==> src/rtl/chain_seq_pkg.sv <==
package chain_seq_pkg;
  localparam int WORD_W = 32;
  localparam int CNT_W  = 12;

  localparam logic [1:0] MODE_OFF    = 2'd0;
  localparam logic [1:0] MODE_CHAIN  = 2'd1;
  localparam logic [1:0] MODE_SINGLE = 2'd2;

  typedef enum logic [1:0] {
    ST_IDLE   = 2'd0,
    ST_DREAD  = 2'd1,
    ST_WAIT   = 2'd2,
    ST_ACCESS = 2'd3
  } chan_state_e;

  // width code to log2(bytes)
  function automatic logic [1:0] width_of(input logic [1:0] code);
    case (code)
      2'd3:    return 2'd0;
      2'd2:    return 2'd1;
      default: return 2'd2;
    endcase
  endfunction

  function automatic logic [CNT_W-1:0] count_limit(input logic [1:0] code);
    return (code == 2'd0) ? CNT_W'(12'h7FF) : CNT_W'(12'h3FF);
  endfunction

  function automatic logic [WORD_W-1:0] link_addr(input logic [WORD_W-1:0] w);
    return {w[WORD_W-1:2], 2'b00};
  endfunction
endpackage

==> src/rtl/chain_seq_decode.sv <==
module chain_seq_decode
  import chain_seq_pkg::*;
(
  input  logic [WORD_W-1:0] size_i,
  output logic [1:0]        width_o,
  output logic [CNT_W-1:0]  count_o,
  output logic              err_o
);
  logic [1:0] code;
  logic       unused_hi;

  assign code      = size_i[13:12];
  assign unused_hi = ^size_i[WORD_W-1:14];
  assign width_o   = width_of(code);
  assign count_o   = size_i[CNT_W-1:0];
  assign err_o     = (code == 2'd1) || (count_o > count_limit(code));
endmodule

==> src/rtl/chain_seq_fetch.sv <==
module chain_seq_fetch
  import chain_seq_pkg::*;
#(
  parameter int NWORDS = 4
) (
  input  logic                      clk,
  input  logic                      rst_n,
  input  logic                      go_i,
  input  logic [WORD_W-1:0]         base_i,
  output logic                      rd_req_o,
  output logic [WORD_W-1:0]         rd_addr_o,
  input  logic                      rd_gnt_i,
  input  logic                      rd_valid_i,
  input  logic [WORD_W-1:0]         rd_data_i,
  output logic                      word_we_o,
  output logic [$clog2(NWORDS)-1:0] word_idx_o,
  output logic [WORD_W-1:0]         word_o,
  output logic                      req_phase_o,
  output logic                      rsp_phase_o,
  output logic                      done_o
);
  localparam int IW = $clog2(NWORDS);

  typedef enum logic [1:0] {F_IDLE, F_REQ, F_RSP} fst_e;

  fst_e              fst;
  logic [IW-1:0]     idx;
  logic [WORD_W-1:0] base_q;
  logic              last;

  assign last        = (idx == IW'(NWORDS - 1));
  assign req_phase_o = (fst == F_REQ);
  assign rsp_phase_o = (fst == F_RSP);
  assign rd_req_o    = req_phase_o;
  assign rd_addr_o   = base_q + {{(WORD_W-IW-2){1'b0}}, idx, 2'b00};
  assign word_we_o   = rsp_phase_o && rd_valid_i;
  assign word_idx_o  = idx;
  assign word_o      = rd_data_i;
  assign done_o      = word_we_o && last;

  always_ff @(posedge clk or negedge rst_n) begin
    if (!rst_n) begin
      fst    <= F_IDLE;
      idx    <= '0;
      base_q <= '0;
    end else begin
      case (fst)
        F_IDLE: if (go_i) begin
          fst    <= F_REQ;
          idx    <= '0;
          base_q <= base_i;
        end
        F_REQ:  if (rd_gnt_i) fst <= F_RSP;
        F_RSP:  if (rd_valid_i) begin
          if (last) fst <= F_IDLE;
          else begin
            fst <= F_REQ;
            idx <= idx + 1'b1;
          end
        end
        default: fst <= F_IDLE;
      endcase
    end
  end
endmodule

==> src/rtl/chain_seq.sv <==
module chain_seq
  import chain_seq_pkg::*;
#(
  parameter int DESC_WORDS = 4
) (
  input  logic              clk,
  input  logic              rst_n,
  input  logic [1:0]        mode_i,
  input  logic              start_i,
  input  logic [WORD_W-1:0] reg_dev_i,
  input  logic [WORD_W-1:0] reg_mem_i,
  input  logic [WORD_W-1:0] reg_size_i,
  input  logic [WORD_W-1:0] reg_next_i,
  output logic              rd_req_o,
  output logic [WORD_W-1:0] rd_addr_o,
  input  logic              rd_gnt_i,
  input  logic              rd_valid_i,
  input  logic [WORD_W-1:0] rd_data_i,
  output logic              seg_valid_o,
  input  logic              seg_ready_i,
  input  logic              seg_done_i,
  output logic [WORD_W-1:0] seg_dev_o,
  output logic [WORD_W-1:0] seg_mem_o,
  output logic [1:0]        seg_width_o,
  output logic [CNT_W-1:0]  seg_count_o,
  output logic [1:0]        state_o,
  output logic              irq_o,
  output logic              err_o
);
  localparam int IW = $clog2(DESC_WORDS);

  typedef enum logic [2:0] {T_IDLE, T_FETCH, T_CHECK, T_ISSUE, T_RUN} tst_e;

  tst_e              tst;
  logic              chain_q, irq_q, err_q;
  logic [WORD_W-1:0] dsc [DESC_WORDS];

  // named internal events
  logic              start_ok, seg_end, abort_now, follow, fetch_go;
  logic [WORD_W-1:0] fetch_base;
  logic              f_we, f_req, f_rsp, f_done, dec_err;
  logic [IW-1:0]     f_idx;
  logic [WORD_W-1:0] f_word;

  assign start_ok   = (tst == T_IDLE) && start_i &&
                      (mode_i == MODE_CHAIN || mode_i == MODE_SINGLE);
  assign seg_end    = (tst == T_RUN) && seg_done_i;
  assign abort_now  = seg_end && (mode_i == MODE_OFF);
  assign follow     = seg_end && !abort_now && chain_q && dsc[3][1];
  assign fetch_go   = (start_ok && mode_i == MODE_CHAIN) || follow;
  assign fetch_base = follow ? link_addr(dsc[3]) : link_addr(reg_next_i);

  chain_seq_fetch #(.NWORDS(DESC_WORDS)) u_fetch (
    .clk(clk), .rst_n(rst_n), .go_i(fetch_go), .base_i(fetch_base),
    .rd_req_o(rd_req_o), .rd_addr_o(rd_addr_o), .rd_gnt_i(rd_gnt_i),
    .rd_valid_i(rd_valid_i), .rd_data_i(rd_data_i),
    .word_we_o(f_we), .word_idx_o(f_idx), .word_o(f_word),
    .req_phase_o(f_req), .rsp_phase_o(f_rsp), .done_o(f_done)
  );

  chain_seq_decode u_dec (
    .size_i(dsc[2]), .width_o(seg_width_o), .count_o(seg_count_o), .err_o(dec_err)
  );

  assign seg_dev_o   = dsc[0];
  assign seg_mem_o   = dsc[1];
  assign seg_valid_o = (tst == T_ISSUE);
  assign irq_o       = irq_q;
  assign err_o       = err_q;

  always_comb begin
    case (tst)
      T_FETCH:       state_o = f_rsp ? ST_WAIT : ST_DREAD;
      T_CHECK:       state_o = ST_DREAD;
      T_ISSUE, T_RUN: state_o = ST_ACCESS;
      default:       state_o = ST_IDLE;
    endcase
  end

  always_ff @(posedge clk or negedge rst_n) begin
    if (!rst_n) begin
      tst     <= T_IDLE;
      chain_q <= 1'b0;
      irq_q   <= 1'b0;
      err_q   <= 1'b0;
      for (int i = 0; i < DESC_WORDS; i++) dsc[i] <= '0;
    end else begin
      irq_q <= 1'b0;
      err_q <= 1'b0;
      if (tst == T_FETCH && f_we) dsc[f_idx] <= f_word;
      case (tst)
        T_IDLE: if (start_ok) begin
          chain_q <= (mode_i == MODE_CHAIN);
          if (mode_i == MODE_CHAIN) tst <= T_FETCH;
          else begin
            dsc[0] <= reg_dev_i;
            dsc[1] <= reg_mem_i;
            dsc[2] <= reg_size_i;
            dsc[3] <= reg_next_i;
            tst    <= T_CHECK;
          end
        end
        T_FETCH: if (f_done) tst <= T_CHECK;
        T_CHECK: if (dec_err) begin
          irq_q <= 1'b1;
          err_q <= 1'b1;
          tst   <= T_IDLE;
        end else tst <= T_ISSUE;
        T_ISSUE: if (seg_ready_i) tst <= T_RUN;
        T_RUN: if (seg_end) begin
          if (abort_now) tst <= T_IDLE;
          else begin
            irq_q <= dsc[3][0];
            tst   <= follow ? T_FETCH : T_IDLE;
          end
        end
        default: tst <= T_IDLE;
      endcase
    end
  end

  logic unused_req;
  assign unused_req = f_req;
endmodule

==> config.mk <==
export PLATFORM = sky130hd
export DESIGN_NAME = chain_seq
export DESIGN_NICKNAME = d
export VERILOG_FILES = /design/src/rtl/chain_seq_pkg.sv /design/src/rtl/chain_seq_decode.sv /design/src/rtl/chain_seq_fetch.sv /design/src/rtl/chain_seq.sv
export SDC_FILE = /design/constraint.sdc
export NUM_CORES = 1
export LEC_CHECK = 0
export BUFFER_PORTS_ARGS = -buffer_cell sky130_fd_sc_hd__buf_2
export CORE_ASPECT_RATIO = 1.2
export CORE_MARGIN = 3
export CORE_UTILIZATION = 33
export CTS_BUF_LIST = sky130_fd_sc_hd__clkbuf_16
export CTS_CLUSTER_SIZE = 20
export DETAILED_ROUTE_END_ITERATION = 6
export SYNTH_ARGS = -nofsm -noshare
export SYNTH_HDL_FRONTEND = slang
export SYNTH_SLANG_ARGS = --single-unit
==> constraint.sdc <==
create_clock -name clk -period 2.4 [get_ports clk]
set_input_delay 0.12 -clock clk [delete_from_list [all_inputs] [get_ports clk]]
set_output_delay 0.12 -clock clk [all_outputs]
set_load 0.02 [all_outputs]
==> results.md <==
- Status: complete, but fails checks
- Failing checks: negative setup slack
- Sequential fraction of design power: 0.373
- Required time of the worst setup path: 2.28 ns
- Startpoint of the worst register-to-register path: tst[2]
- R2R Setup Slk: 0.17 ns
- # setup viols final: 12
- Netlist area before placement: 8420 um^2
- Startpoint type of the worst setup path: flip-flop
- Worst Clk Skew: about 0.012 ns
- Vias in the first global route: 7214
- Total count of max-transition violations in the final report: 0
- Final weighted congestion in routability-driven placement: 0.822
- Remaining antenna violation count: 0
- Final worst path period share: 1.07
- Number of rows in the core area: 63
- Port Buffers: 264
- Actual slew at the worst max-slew pin: 0.614 ns
- Part of the total power dissipated in the clock network: 0.204
- CP Max Fanout: 6
- Max-cap viol count: 0
- Height of the die: 181 um
- Clock tree buffer depth: 2
- Worst hold path startpoint: rd_data_i[23]
- Synthesized flop and latch total: 150
- Yosys warning count: 0
- Worst relative slew slack: 0.591
- Power density normalized to cell area: approximately 1100 nW/um^2
- Setup repair after global routing missed its margin: yes
- Cells after Synth: 827
- Count of H-tree levels built during CTS: 4
- Fraction of synthesis flops using an asynchronous set or reset pin: 1.00
- Num Clock Sinks: 150
- Top post-synthesis cells by area: sky130_fd_sc_hd__dfrtp_1 (45%), sky130_fd_sc_hd__mux2i_1 (14%), sky130_fd_sc_hd__mux2_2 (7.5%)
- DR WL/cell: ~17 um
- Post-synthesis sequential area ratio: 0.446
- Worst IR drop on VDD: between 0.5 and 0.6 mV
- Post-synthesis area per instance: 10.2 um^2
- Router iterations before antenna repair: 4
- Critical path capture point type: output port
- Internal power: 0.00747 W
- Top-count cell post-synth: sky130_fd_sc_hd__dfrtp_1
- CP arrival: 2.44 ns
- Die area: ~27000 um^2
- CTS buffer count: 17
- Cell area reported after detailed placement: a little under 10000 um^2
- Sum of met3 wire segment lengths after detailed routing: 1.26 mm
- Share of layout cells above drive strength 1: 0.351
- Pin count of the biggest net entering global routing: 71
- Register clock-pin slew on the reported worst setup and hold paths: 0.07 ns
- Detail Placement HPWL: 17.7 mm
- Final std cell area, no fill: 11600 um^2
- Area of the core: between 20000 and 25000 um^2
- All-Layer GR Usage: 0.181
- Switching power as a share of total power: 0.406
- Number of enable-type register cells in the synthesized netlist: 0
- Critical path start-end classification: flip-flop to output port
- Number of antenna violations at the first check in global routing: 0
- Number of DRC violations after detailed routing: 0
- Worst Hold Class: input pin to flip-flop
- Final nets: 1318
- Min Clock Period, post-route: 2.56 ns
- Detailed Route Iter0 Violations: about 250
- Total via count after detailed routing: 7002
- Library cell occupying the most area in the post-synthesis netlist: sky130_fd_sc_hd__dfrtp_1
- Number of I/O pins: around 290
- WL final: 25.2 mm
- Count of endpoints failing hold in the final timing report: 0
- Top cell type's share of synthesized area: 0.446
- Most common library cells after synthesis: sky130_fd_sc_hd__dfrtp_1 (150), sky130_fd_sc_hd__nand2_1 (126), sky130_fd_sc_hd__mux2i_1 (114)
- Clock insertion delay at the later pin of the skew report: 0.43 ns
- M1 WL: 10.9 mm
- Clock tree from TritonCTS: done
- Startpoint of the worst setup timing path: u_fetch.base_q[2]
- Count of distinct cell types in the synthesized netlist: between 40 and 50
- Remaining global-route overflow: 0
- Global-route wire length before repair: 40.0 mm
- Net switching component of the power: 0.00510 W
- Routed vias/inst: 4.74
- Floorplan die width: 152 um
- Effective utilization at floorplan: 0.338
- Highest attainable clock frequency: 391 MHz
- Primary flip-flop cell chosen by synthesis mapping: sky130_fd_sc_hd__dfrtp_1
- Top routing layer in use: met4
- Final critical-path setup slack: -0.156 ns
- Cell chosen for the clock root: sky130_fd_sc_hd__clkbuf_16
- Combinational fraction of design power: 0.424
- Worst hold slack: 0.0191 ns
- Sum of met2 wire segment lengths after detailed routing: approximately 13 mm
- P_leak: 6.00 nW
- Layout overhead on the synthesized area: 37.8%
layout make-up:
class / instances / area (um^2)
Fill cell: 2427 / 13300
Multi-Input combinational cell: 540 / 3890
Sequential cell: 150 / 3750
Timing Repair Buffer: 417 / 2940
Clock buffer: 17 / 425
Tap cell: 325 / 407
Clock inverter: 15 / 130
Inverter: 13 / 48.8
Antenna cell: 1 / 2.50
power groups by stage:
stage	combinational [W]	sequential, W	clock [W]
floorplan	0.00411	0.00445	0
global placement	0.00490	0.00465	0
detailed placement	0.00499	0.00471	0
CTS	0.00527	0.00467	0.00265
global route	0.00582	0.00487	0.00275
finish	0.00532	0.00468	0.00256
per-stage QoR:
step | worst slack, ns | TNS [ns] | util | total power (W) | instances
floorplan | 0.0399 | 0 | - | 0.00855 | 828
global placement | 0.0596 | 0 | 0.389 | 0.00955 | 1324
detailed placement | 0.0452 | 0 | 0.389 | 0.00969 | 1324
CTS | -0.264 | -2.33 | 0.462 | 0.0126 | 1475
global route | -0.345 | -4.26 | 0.465 | 0.0134 | 1477
finish | -0.156 | -1.24 | 0.466 | 0.0126 | 1478
metal layers:
layer	GRT usage	up-vias
met5	0	-
met4	0.0514	0
met3	0.0453	23
met2	0.307	187
met1	0.231	3390
li1	-	3402
worst paths after layout:
| path | endpoint | cells past startpoint |
|---|---|---|
| max reg2reg | dsc[28] | 5 |
| min in group asynchronous | seg_dev_o[0] | 2 |
| max | rd_addr_o[26] | 9 |
| max in group asynchronous | seg_dev_o[6] | 3 |
| min | dsc[23] | 3 |
| min reg2reg | u_fetch.base_q[2] | 1 |
critical path: stages, from the launching register on:
cell and delay, ns:
sky130_fd_sc_hd__dfrtp_1 0.35, sky130_fd_sc_hd__ha_2 0.19, sky130_fd_sc_hd__inv_2 0.04, sky130_fd_sc_hd__fa_2 0.32, sky130_fd_sc_hd__nand3b_1 0.26, sky130_fd_sc_hd__nor4_4 0.22
sky130_fd_sc_hd__buf_6 0.17, sky130_fd_sc_hd__nand4_1 0.12, sky130_fd_sc_hd__xnor2_1 0.19, sky130_fd_sc_hd__buf_4 0.16
sequential cells by signal (all words and copies together), names as in the netlist:
name and count:
seg_mem_o 32, chain_q 1, u_fetch.fst 2, dsc 46, tst 3, err_o 1, seg_dev_o 32, u_fetch.word_idx_o 2
u_fetch.base_q 30, irq_o 1
placed cells by master (no fill, tap or decap), types with 3 or more instances in the layout:
cell / synthesis / routed
sky130_fd_sc_hd__inv_6: 0 / 3
sky130_fd_sc_hd__o21ai_1: 9 / 9
sky130_fd_sc_hd__mux2i_1: 114 / 114
sky130_fd_sc_hd__xor2_1: 5 / 5
sky130_fd_sc_hd__inv_1: 13 / 12
sky130_fd_sc_hd__clkinvlp_4: 0 / 3
sky130_fd_sc_hd__clkinv_1: 0 / 3
sky130_fd_sc_hd__buf_12: 0 / 7
sky130_fd_sc_hd__xnor2_1: 23 / 20
sky130_fd_sc_hd__clkbuf_16: 0 / 17
sky130_fd_sc_hd__and3_1: 5 / 5
sky130_fd_sc_hd__clkinv_4: 0 / 4
sky130_fd_sc_hd__mux2_2: 56 / 56
sky130_fd_sc_hd__and4_1: 3 / 3
sky130_fd_sc_hd__nor2_1: 12 / 11
sky130_fd_sc_hd__nand2b_1: 6 / 6
sky130_fd_sc_hd__nand4_1: 18 / 18
sky130_fd_sc_hd__a21oi_1: 7 / 7
sky130_fd_sc_hd__ha_1: 9 / 8
sky130_fd_sc_hd__o21ai_0: 105 / 105
sky130_fd_sc_hd__nand2_1: 126 / 126
sky130_fd_sc_hd__dlygate4sd3_1: 0 / 118
sky130_fd_sc_hd__dfrtp_1: 150 / 150
sky130_fd_sc_hd__nand3_1: 9 / 7
sky130_fd_sc_hd__buf_6: 3 / 6
sky130_fd_sc_hd__buf_2: 27 / 239
sky130_fd_sc_hd__buf_4: 78 / 47
kinds of logic after synthesis:
family | count (synthesis) | share of synthesized area
buf+inv | 138 | 0.103
simple gates | 196 | 0.109
compound gates | 134 | 0.0859
fa+ha+maj | 10 | 0.0158
mux | 170 | 0.210
flops | 150 | 0.446
other cells | 1 | 0.000445
xor+xnor | 28 | 0.0291
timing repair:
action	in CTS	in global routing
setup endpoints to repair	23	25
endpoints found under the hold margin	170	0
gates resized for setup	23	22
setup buffers	1	2
pin swaps	8	3
hold buffers	118	0
Note: power is estimated with default switching activity, not from simulation.
